`src/rtl/ifetch_pkg.sv`:
```
package ifetch_pkg;
  localparam int unsigned XLEN = 32;
  localparam int unsigned WA_W = XLEN - 2;
  typedef logic [WA_W-1:0] waddr_t;
  typedef logic [XLEN-1:0] word_t;
endpackage

```
`src/rtl/ifetch_irq_edge.sv`:
```
module ifetch_irq_edge (
  input  logic clk,
  input  logic rst_n,
  input  logic irq_i,
  input  logic fire_i,
  input  logic br_take_i,
  output logic take_o
);
  logic irq_q;
  logic pend_q;
  logic rise;

  assign rise   = irq_i & ~irq_q;
  assign take_o = fire_i & pend_q & ~br_take_i;

  always_ff @(posedge clk or negedge rst_n) begin
    if (!rst_n) begin
      irq_q  <= 1'b0;
      pend_q <= 1'b0;
    end else begin
      irq_q  <= irq_i;
      pend_q <= (pend_q & ~take_o) | rise;
    end
  end

  // a branch at the acknowledge keeps the interrupt pending
  a_r10_defer: assert property (@(posedge clk) disable iff (!rst_n)
    (pend_q && fire_i && br_take_i) |=> pend_q);
endmodule

```
`src/rtl/ifetch_next_pc.sv`:
```
module ifetch_next_pc
  import ifetch_pkg::*;
#(
  parameter word_t VEC_ADDR = 32'h0000_0040
) (
  input  waddr_t pc_i,
  input  logic   br_take_i,
  input  word_t  br_target_i,
  input  logic   irq_take_i,
  output waddr_t next_o
);
  localparam waddr_t VEC_W = VEC_ADDR[XLEN-1:2];

  always_comb begin
    if (br_take_i)       next_o = br_target_i[XLEN-1:2];
    else if (irq_take_i) next_o = VEC_W;
    else                 next_o = pc_i + waddr_t'(1);
  end
endmodule

```
`src/rtl/ifetch_stall_unit.sv`:
```
module ifetch_stall_unit
  import ifetch_pkg::*;
#(
  parameter word_t VEC_ADDR = 32'h0000_0040,
  parameter word_t NOP_WORD = 32'h8000_0000
) (
  input  logic        clk,
  input  logic        rst_n,
  output logic [29:0] ibus_adr_o,
  output logic        ibus_stb_o,
  input  logic [31:0] ibus_dat_i,
  input  logic        ibus_ack_i,
  output logic        stall_o,
  input  logic        br_take_i,
  input  logic        br_delay_i,
  input  logic [31:0] br_target_i,
  input  logic        irq_i,
  output logic        ins_valid_o,
  output logic [31:0] ins_word_o,
  output logic [31:0] ins_pc_o,
  output logic        ins_irq_o
);
  localparam waddr_t VEC_W = VEC_ADDR[XLEN-1:2];

  logic   stb_q;
  waddr_t pc_q;
  waddr_t pc_next;
  waddr_t ins_pc_q;
  logic   fire;
  logic   irq_take;
  logic   kill;

  assign fire       = stb_q & ibus_ack_i;
  assign kill       = br_take_i & ~br_delay_i;
  assign stall_o    = stb_q & ~ibus_ack_i;
  assign ibus_stb_o = stb_q;
  assign ibus_adr_o = pc_q;
  assign ins_pc_o   = {ins_pc_q, 2'b00};

  ifetch_irq_edge u_irq (
    .clk       (clk),
    .rst_n     (rst_n),
    .irq_i     (irq_i),
    .fire_i    (fire),
    .br_take_i (br_take_i),
    .take_o    (irq_take)
  );

  ifetch_next_pc #(.VEC_ADDR(VEC_ADDR)) u_npc (
    .pc_i        (pc_q),
    .br_take_i   (br_take_i),
    .br_target_i (br_target_i),
    .irq_take_i  (irq_take),
    .next_o      (pc_next)
  );

  always_ff @(posedge clk or negedge rst_n) begin
    if (!rst_n) begin
      stb_q       <= 1'b0;
      pc_q        <= '0;
      ins_valid_o <= 1'b0;
      ins_word_o  <= '0;
      ins_pc_q    <= '0;
      ins_irq_o   <= 1'b0;
    end else begin
      stb_q       <= 1'b1;
      ins_valid_o <= fire;
      if (fire) begin
        pc_q       <= pc_next;
        ins_word_o <= kill ? NOP_WORD : ibus_dat_i;
        ins_pc_q   <= pc_q;
        ins_irq_o  <= irq_take;
      end
    end
  end

  // request held while waiting
  a_r2_hold_req: assert property (@(posedge clk) disable iff (!rst_n)
    (ibus_stb_o && !ibus_ack_i) |=> (ibus_stb_o && $stable(ibus_adr_o)));
  // sequential step by one word
  a_r4_seq_step: assert property (@(posedge clk) disable iff (!rst_n)
    (ibus_stb_o && ibus_ack_i && !br_take_i && !irq_take)
      |=> (ibus_adr_o == $past(ibus_adr_o) + 30'd1));
  // delivery only after an acknowledge
  a_r5_deliver: assert property (@(posedge clk) disable iff (!rst_n)
    ins_valid_o |-> $past(ibus_stb_o && ibus_ack_i));
  // branch redirect to target
  a_r6_branch_target: assert property (@(posedge clk) disable iff (!rst_n)
    (ibus_stb_o && ibus_ack_i && br_take_i)
      |=> (ibus_adr_o == $past(br_target_i[31:2])));
  // interrupt redirect to vector
  a_r8_vector: assert property (@(posedge clk) disable iff (!rst_n)
    (ibus_stb_o && ibus_ack_i && irq_take) |=> (ibus_adr_o == VEC_W && ins_irq_o));
endmodule

```
`config.mk`:
```
export PLATFORM = sky130hd
export DESIGN_NAME = ifetch_stall_unit
export DESIGN_NICKNAME = d
export VERILOG_FILES = /design/src/rtl/ifetch_pkg.sv /design/src/rtl/ifetch_irq_edge.sv /design/src/rtl/ifetch_next_pc.sv /design/src/rtl/ifetch_stall_unit.sv
export SDC_FILE = /design/constraint.sdc
export NUM_CORES = 1
export LEC_CHECK = 0
export BUFFER_PORTS_ARGS = -buffer_cell sky130_fd_sc_hd__buf_4
export CORE_ASPECT_RATIO = 1.5
export CORE_MARGIN = 8
export CORE_UTILIZATION = 40
export DETAILED_ROUTE_END_ITERATION = 6
export PLACE_DENSITY = 0.65
export SYNTH_ARGS = -nofsm -noshare
export SYNTH_HDL_FRONTEND = slang
export SYNTH_SLANG_ARGS = --single-unit
```
`constraint.sdc`:
```
create_clock -name clk -period 3.19 [get_ports clk]
set_input_delay 0.638 -clock clk [delete_from_list [all_inputs] [get_ports clk]]
set_output_delay 0.638 -clock clk [all_outputs]
set_load 0.05 [all_outputs]
```
Word-level counts from Yosys, hierarchy flattened
Cells that the tools add are included.
{ "word_totals": {"memories": 0, "latchBits": 0, "rom_bits": 0, "reg_bits": 97, "elab_cells": 25, "output_inout_bits": 98, "ramBits": 0, "input_bits": 70} }
{ "classes": {"add_sub_neg": 1, "n_eq_ne": 0, "n_shift": 0, "div": 0, "mux": 3, "multipliers": 0, "n_bitwise": 13, "n_reduce_logical": 0, "magnitude_cmp": 0} }
{ "ops": {"columns": ["cell", "n"], "rows": [
  ["$mux 30", 2],
  ["$mux 32", 1],
  ["$add 30x1->30 const B", 1],
  ["$and 1x1->1", 7],
  ["$not 1->1", 5],
  ["$or 1x1->1", 1]
]} }

Logic depth before layout (Yosys ltp)
{ "logic_depth": {"depth_word": 6, "mapped_depth": 8, "ltp_nobuf": 6} }

Hierarchy
Synthesis repeated with hierarchy kept, for this count alone.
{ "unflattened": {"cells_unflattened": 438, "area_unflattened_um2": 4926.0} }
{ "modules_own_cells": {"columns": ["module", "area_per_inst_um2", "cells_per_inst", "seq_area_each_um2", "n_inst"], "rows": [
  ["ifetch_stall_unit", 3754.9, 247, 2377.3, 1],
  ["ifetch_next_pc", 1087.3, 184, 0.0, 1],
  ["ifetch_irq_edge", 83.8, 7, 50.0, 1]
]} }

Least setup slack after synthesis
Ideal clock, no wire load.
{ "synth_path": {"kind": "flip-flop to flip-flop", "start": "reg pc_q[0] (netlist: ibus_adr_o[0])", "end": "reg pc_q[28] (netlist: ibus_adr_o[28])", "slack_ps": 928, "path_stages_with_launch": 9, "setup_time_ps": 69, "t_required_ps": 3121, "t_arrival_ps": 2193, "path_buffers": 2, "synth_period_minus_slack_ps": 2262, "cell_sequence": "dfrtp_1 ha_1 and3_2 buf_2 and2_1 clkbuf_1 nand4_1 or4_1 nand3_1"} }
{ "synth_between": {"elab_chain_len": 3} }
{ "synth_rtl": {"columns": ["element", "line_no", "rtl"], "rows": [
  ["start: declaration", "ifetch_stall_unit.sv:26", "waddr_t pc_q;"],
  ["start signal: assignment", "ifetch_stall_unit.sv:69", "pc_q <= pc_next;"],
  ["$add 30x1->30", "ifetch_next_pc.sv:17", "else next_o = pc_i + waddr_t'(1);"],
  ["$mux 30", "ifetch_next_pc.sv:16", "else if (irq_take_i) next_o = VEC_W;"],
  ["$mux 30", "ifetch_next_pc.sv:15", "if (br_take_i) next_o = br_target_i[XLEN-1:2];"]
]} }
No other way between the ends.
A chain may end at the register's enable or synchronous reset.

Worst setup path in the final report
{ "layout_path": {"start": "reg pc_q[9] (netlist: ibus_adr_o[9])", "end": "reg pc_q[22] (netlist: ibus_adr_o[22])"} }
The elaborated chain is that of the path after synthesis.

==> metrics.json <==
{
  "outcome": {"value": "finished, final reports clean"},
  "final.period_utilization": {"value": 68.0, "unit": "%"},
  "avgRoutedWirePerCell": {"value": 17.6, "unit": "um"},
  "timing.max_cap.violations": {"value": 0},
  "hold_fix_buffers_cts": {"value": 0},
  "worst-r2r-setup-slack": {"value": 1.02, "unit": "ns"},
  "cts_max_level": {"value": 3},
  "diodes": {"value": 0},
  "globalplace.congestion": {"value": 0.850},
  "grt_pass1_wl": {"value": 21100, "unit": "um"},
  "timing.critical_path.arrival": {"value": 2.41, "unit": "ns"},
  "worst-setup-path-type": {"value": "flop to flop"},
  "placement.io_buffers": {"value": 163},
  "rr_startpoint": {"value": "ibus_adr_o[9]$_DFFE_PN0N_"},
  "area_growth_from_synthesis_to_final_layout": {"value": 37.5, "unit": "%"},
  "crit_chain": {"value": "nand3_1 -> or4_1 -> nor3_2 -> o21ai_1 -> a21o_1"},
  "numClockSinks": {"value": 97},
  "cts_post_setup_buffers_inserted": {"value": 0},
  "cell_total_after_placement": {"value": 747},
  "fin_cells": {"value": 763},
  "synth_unique_cells": {"value": 47},
  "critPathMaxFanout": {"value": 8},
  "core.rowCount": {"value": 47},
  "path_clk_slew": {"value": 0.07, "unit": "ns"},
  "timing.critical_path.from_type": {"value": "flop"},
  "cell_internal_pwr": {"value": 2.50, "unit": "mW"},
  "initial_core_util": {"value": 40.4, "unit": "%"},
  "die_area": {"value": 0.0147, "unit": "mm^2"},
  "drt_first_iter_violations": {"value": 199},
  "core_area": {"value": 0.0109, "unit": "mm^2"},
  "pwr-share-clk": {"value": 27.3, "unit": "%"},
  "hpwl_reported_at_the_end_of_detailed_placement": {"value": 9720, "unit": "um"},
  "yosysWarningCount": {"value": 0},
  "syn_area": {"value": 0.00440, "unit": "mm^2"},
  "reg2reg_to": {"value": "ibus_adr_o[22]$_DFFE_PN0N_"},
  "cts.root.buffer_cell": {"value": "sky130_fd_sc_hd__clkbuf_16"},
  "timing.final.setup_violations": {"value": 0},
  "synth_sequential_area_ratio": {"value": 55.2, "unit": "%"},
  "maximum_number_of_pins_on_one_net_before_global_route_repair": {"value": 113},
  "chipWidth": {"value": 102, "unit": "um"},
  "p_comb_share": {"value": 33.7, "unit": "%"},
  "finalWirelength": {"value": 13400, "unit": "um"},
  "nets_finish": {"value": 682},
  "avgSynthCellArea": {"value": 9.48, "unit": "um^2"},
  "layout_min_cycle_time": {"value": 2.17, "unit": "ns"},
  "utilization": {"value": 55.6, "unit": "%"},
  "maximum_buffer_depth_of_the_clock_tree": {"value": 2},
  "timing.final.max_slew_violations": {"value": 0},
  "power.switching": {"value": 1.65, "unit": "mW"},
  "tritoncts": {"value": "built"},
  "die_h": {"value": 144, "unit": "um"},
  "clock_latency": {"value": 0.35, "unit": "ns"},
  "route.vias.total": {"value": 3972},
  "leakagePower": {"value": 3.00, "unit": "nW"},
  "netlist_instances": {"value": 464},
  "fraction_of_layout_instances_using_a_drive_strength_above_1": {"value": 32.0, "unit": "%"},
  "cp_max_stage_cell": {"value": "sky130_fd_sc_hd__or4_1"},
  "cp_data_required_time": {"value": 3.44, "unit": "ns"},
  "setup_repair_after_global_routing_missed_its_margin": {"value": "no"},
  "p_per_area": {"value": 687, "unit": "mW/mm^2"},
  "finalSetupTns": {"value": 0, "unit": "ns"},
  "grt_remaining_overflow": {"value": 0},
  "critPathMaxStageDelay": {"value": 0.65, "unit": "ns"},
  "route.detailed.vias_per_inst": {"value": 5.21},
  "detail_route.drc_violations": {"value": 0},
  "worst_slew_pin_slew": {"value": 1.12, "unit": "ns"},
  "numCtsBuffers": {"value": 9},
  "worst_slew_margin_rel": {"value": 25.1, "unit": "%"},
  "classification_of_the_worst_slack_hold_path": {"value": "primary input to asynchronous set/reset pin"},
  "grtUsageTotal": {"value": 18.5, "unit": "%"},
  "filler_cell_count": {"value": 980},
  "timing_hold_violations_final": {"value": 0},
  "switching_share": {"value": 39.8, "unit": "%"},
  "number_of_optimization_iterations_in_the_first_detailed_route_pass": {"value": 4},
  "post_cts_resized": {"value": 0},
  "grt_pass1_vias": {"value": 4062},
  "fmaxAchievable": {"value": 0.461, "unit": "GHz"},
  "total_area_of_sequential_cells": {"value": 0.00243, "unit": "mm^2"},
  "ant_nets": {"value": 0},
  "top_ports": {"value": 168},
  "r2r.worst_path.cells": {"value": 5},
  "power.share.sequential": {"value": 39.0, "unit": "%"},
  "synth.ff_latch_count": {"value": 97},
  "antenna_found_initial": {"value": 0},
  "irDropWorstVdd": {"value": 0.347, "unit": "mV"},
  "multi_input_comb_area": {"value": 0.00179, "unit": "mm^2"},
  "skew": {"value": 0.00937, "unit": "ns"},
  "critical_path.endpoint_type": {"value": "flop"}
}
==> critical path, delay by kind of cell (launching register included) <==
kind	cells	cell delay, ns
AO/OA/AOI/OAI	2	0.31
flip-flops	1	0.51
AND/OR/NAND/NOR	3	1.25
==> sequential cells by signal, indices dropped and copies added, names as in the netlist <==
signal / flops
ins_word_o: 32
ins_pc_q: 30
ibus_stb_o: 1
u_irq.pend_q: 1
ibus_adr_o: 30
ins_irq_o: 1
u_irq.irq_q: 1
ins_valid_o: 1
==> cell families (layout without fill, tap and decap cells) <==
group / count (synthesis) / in the layout / share of synthesized area (%)
buffers and inverters: 48 / 199 / 4.41
AOI/OAI and AO/OA: 118 / 118 / 18.2
DFF: 97 / 97 / 55.2
adders and majority gates: 1 / 1 / 0.284
muxes: 4 / 4 / 0.910
other: 2 / 3 / 0.171
and+or+nand+nor: 194 / 194 / 20.8
==> cell usage after synthesis, drive strengths merged <==
cell       n  area [um^2]
and2       1         6.26
nor2      20         75.1
dfrtp     97         2430
a222oi     1         10.0
mux2i      4         40.0
a31o       1         8.76
nor3      10         55.1
clkbuf    29          109
o21ai     32          160
nand4     14         93.8
o21a       1         7.51
a21oi     20          100
a31oi      5         31.3
a32oi      3         26.3
or3        1         6.26
o311ai     2         17.5
a22oi      9         67.6
nand2    105          394
or2        2         15.0
inv       12         45.0
o31a       2         17.5
and4       1         8.76
nand2b     1         6.26
o2bb2ai    2         17.5
buf        7         40.0
and3      10         63.8
nor2b      1         6.26
a22o      32          280
a21o       2         15.0
conb       2         7.51
or4        5         41.3
nand3     16         80.1
o211ai     2         15.0
nor4       7         65.1
o22ai      3         18.8
ha         1         12.5
a221oi     1         8.76
==> placed cells by master, fill, tap and decap left out, types with 2 or more instances in the layout <==
master                      netlist  final
sky130_fd_sc_hd__o21ai_1          8      8
sky130_fd_sc_hd__inv_1           11     11
sky130_fd_sc_hd__buf_4            2    171
sky130_fd_sc_hd__nand2_1        105    104
sky130_fd_sc_hd__and3_1           9      9
sky130_fd_sc_hd__o311ai_1         2      2
sky130_fd_sc_hd__a21o_1           2      2
sky130_fd_sc_hd__a31oi_1          5      5
sky130_fd_sc_hd__or4_1            4      4
sky130_fd_sc_hd__dfrtp_1         97     97
sky130_fd_sc_hd__a22oi_1          9      9
sky130_fd_sc_hd__nor4_1           5      5
sky130_fd_sc_hd__nor3_1           9      9
sky130_fd_sc_hd__a21oi_1         20     19
sky130_fd_sc_hd__mux2i_1          4      4
sky130_fd_sc_hd__a32oi_1          3      3
sky130_fd_sc_hd__a22o_1          32     32
sky130_fd_sc_hd__o2bb2ai_1        2      2
sky130_fd_sc_hd__o31a_1           2      2
sky130_fd_sc_hd__conb_1           2      3
sky130_fd_sc_hd__clkbuf_16        0      9
sky130_fd_sc_hd__o22ai_1          3      3
sky130_fd_sc_hd__nor2_1          20     20
sky130_fd_sc_hd__o21ai_0         24     24
sky130_fd_sc_hd__nand3_1         16     16
sky130_fd_sc_hd__o211ai_1         2      2
sky130_fd_sc_hd__clkbuf_8         0      2
sky130_fd_sc_hd__nand4_1         13     13
==> power by group through the flow <==
stage	clock network, mW	logic [mW]	registers, mW
finish	1.13	1.40	1.62
global route	1.21	1.48	1.65
CTS	1.16	1.42	1.62
detailed placement	0	1.42	1.64
global placement	0	1.40	1.63
floorplan	0	0.293	2.24
==> worst max-delay path by stage <==
stage / from / end / slack (ns) / cells after the start
6_report: ibus_adr_o[9]$_DFFE_PN0N_ / ibus_adr_o[22]$_DFFE_PN0N_ / 1.02 / 5
5_1_grt: ibus_adr_o[9]$_DFFE_PN0N_ / ibus_adr_o[18]$_DFFE_PN0N_ / 0.92 / 5
4_1_cts: ibus_adr_o[8]$_DFFE_PN0N_ / ibus_adr_o[22]$_DFFE_PN0N_ / 1.03 / 5
3_5_place_dp: ibus_ack_i / ins_word_o[27]$_DFFE_PN0N_ / 0.83 / 6
3_3_place_gp: ibus_ack_i / ins_word_o[7]$_DFFE_PN0N_ / 0.88 / 6
2_1_floorplan: ibus_adr_o[0]$_DFFE_PN0N_ / ibus_adr_o[28]$_DFFE_PN0N_ / 0.93 / 8
==> through the flow <==
step | power, mW | hold WS (ns) | cell area (um^2) | worst slack, ns
global placement | 3.03 | 0.407 | 5730 | 0.875
finish | 4.15 | 0.341 | 6050 | 1.02
CTS | 4.20 | 0.383 | 6050 | 1.03
detailed placement | 3.06 | 0.431 | 5730 | 0.826
floorplan | 2.53 | 0.342 | 4400 | 0.928
global route | 4.34 | 0.386 | 6050 | 0.923
==> per-layer routing <==
metal / global-route usage, % / share of wire [%] / vias to the layer above
met5: 0 / 0 / -
met1: 20.5 / 37 / 1872
met3: 6.36 / 8.1 / 16
met2: 31.7 / 53 / 140
li1: - / - / 1944
met4: 6.93 / 1.9 / 0
==> cell type report <==
| cell class | instances | share of cell area [%] |
|---|---|---|
| Tap cell | 147 | 3.04 |
| Clock inverter | 5 | 1.03 |
| Sequential cell | 97 | 40.1 |
| Inverter | 12 | 0.745 |
| Clock buffer | 11 | 4.18 |
| Multi-Input combinational cell | 320 | 29.7 |
| Timing Repair Buffer | 171 | 21.2 |
No activity file was read; power rests on OpenSTA's default activity.
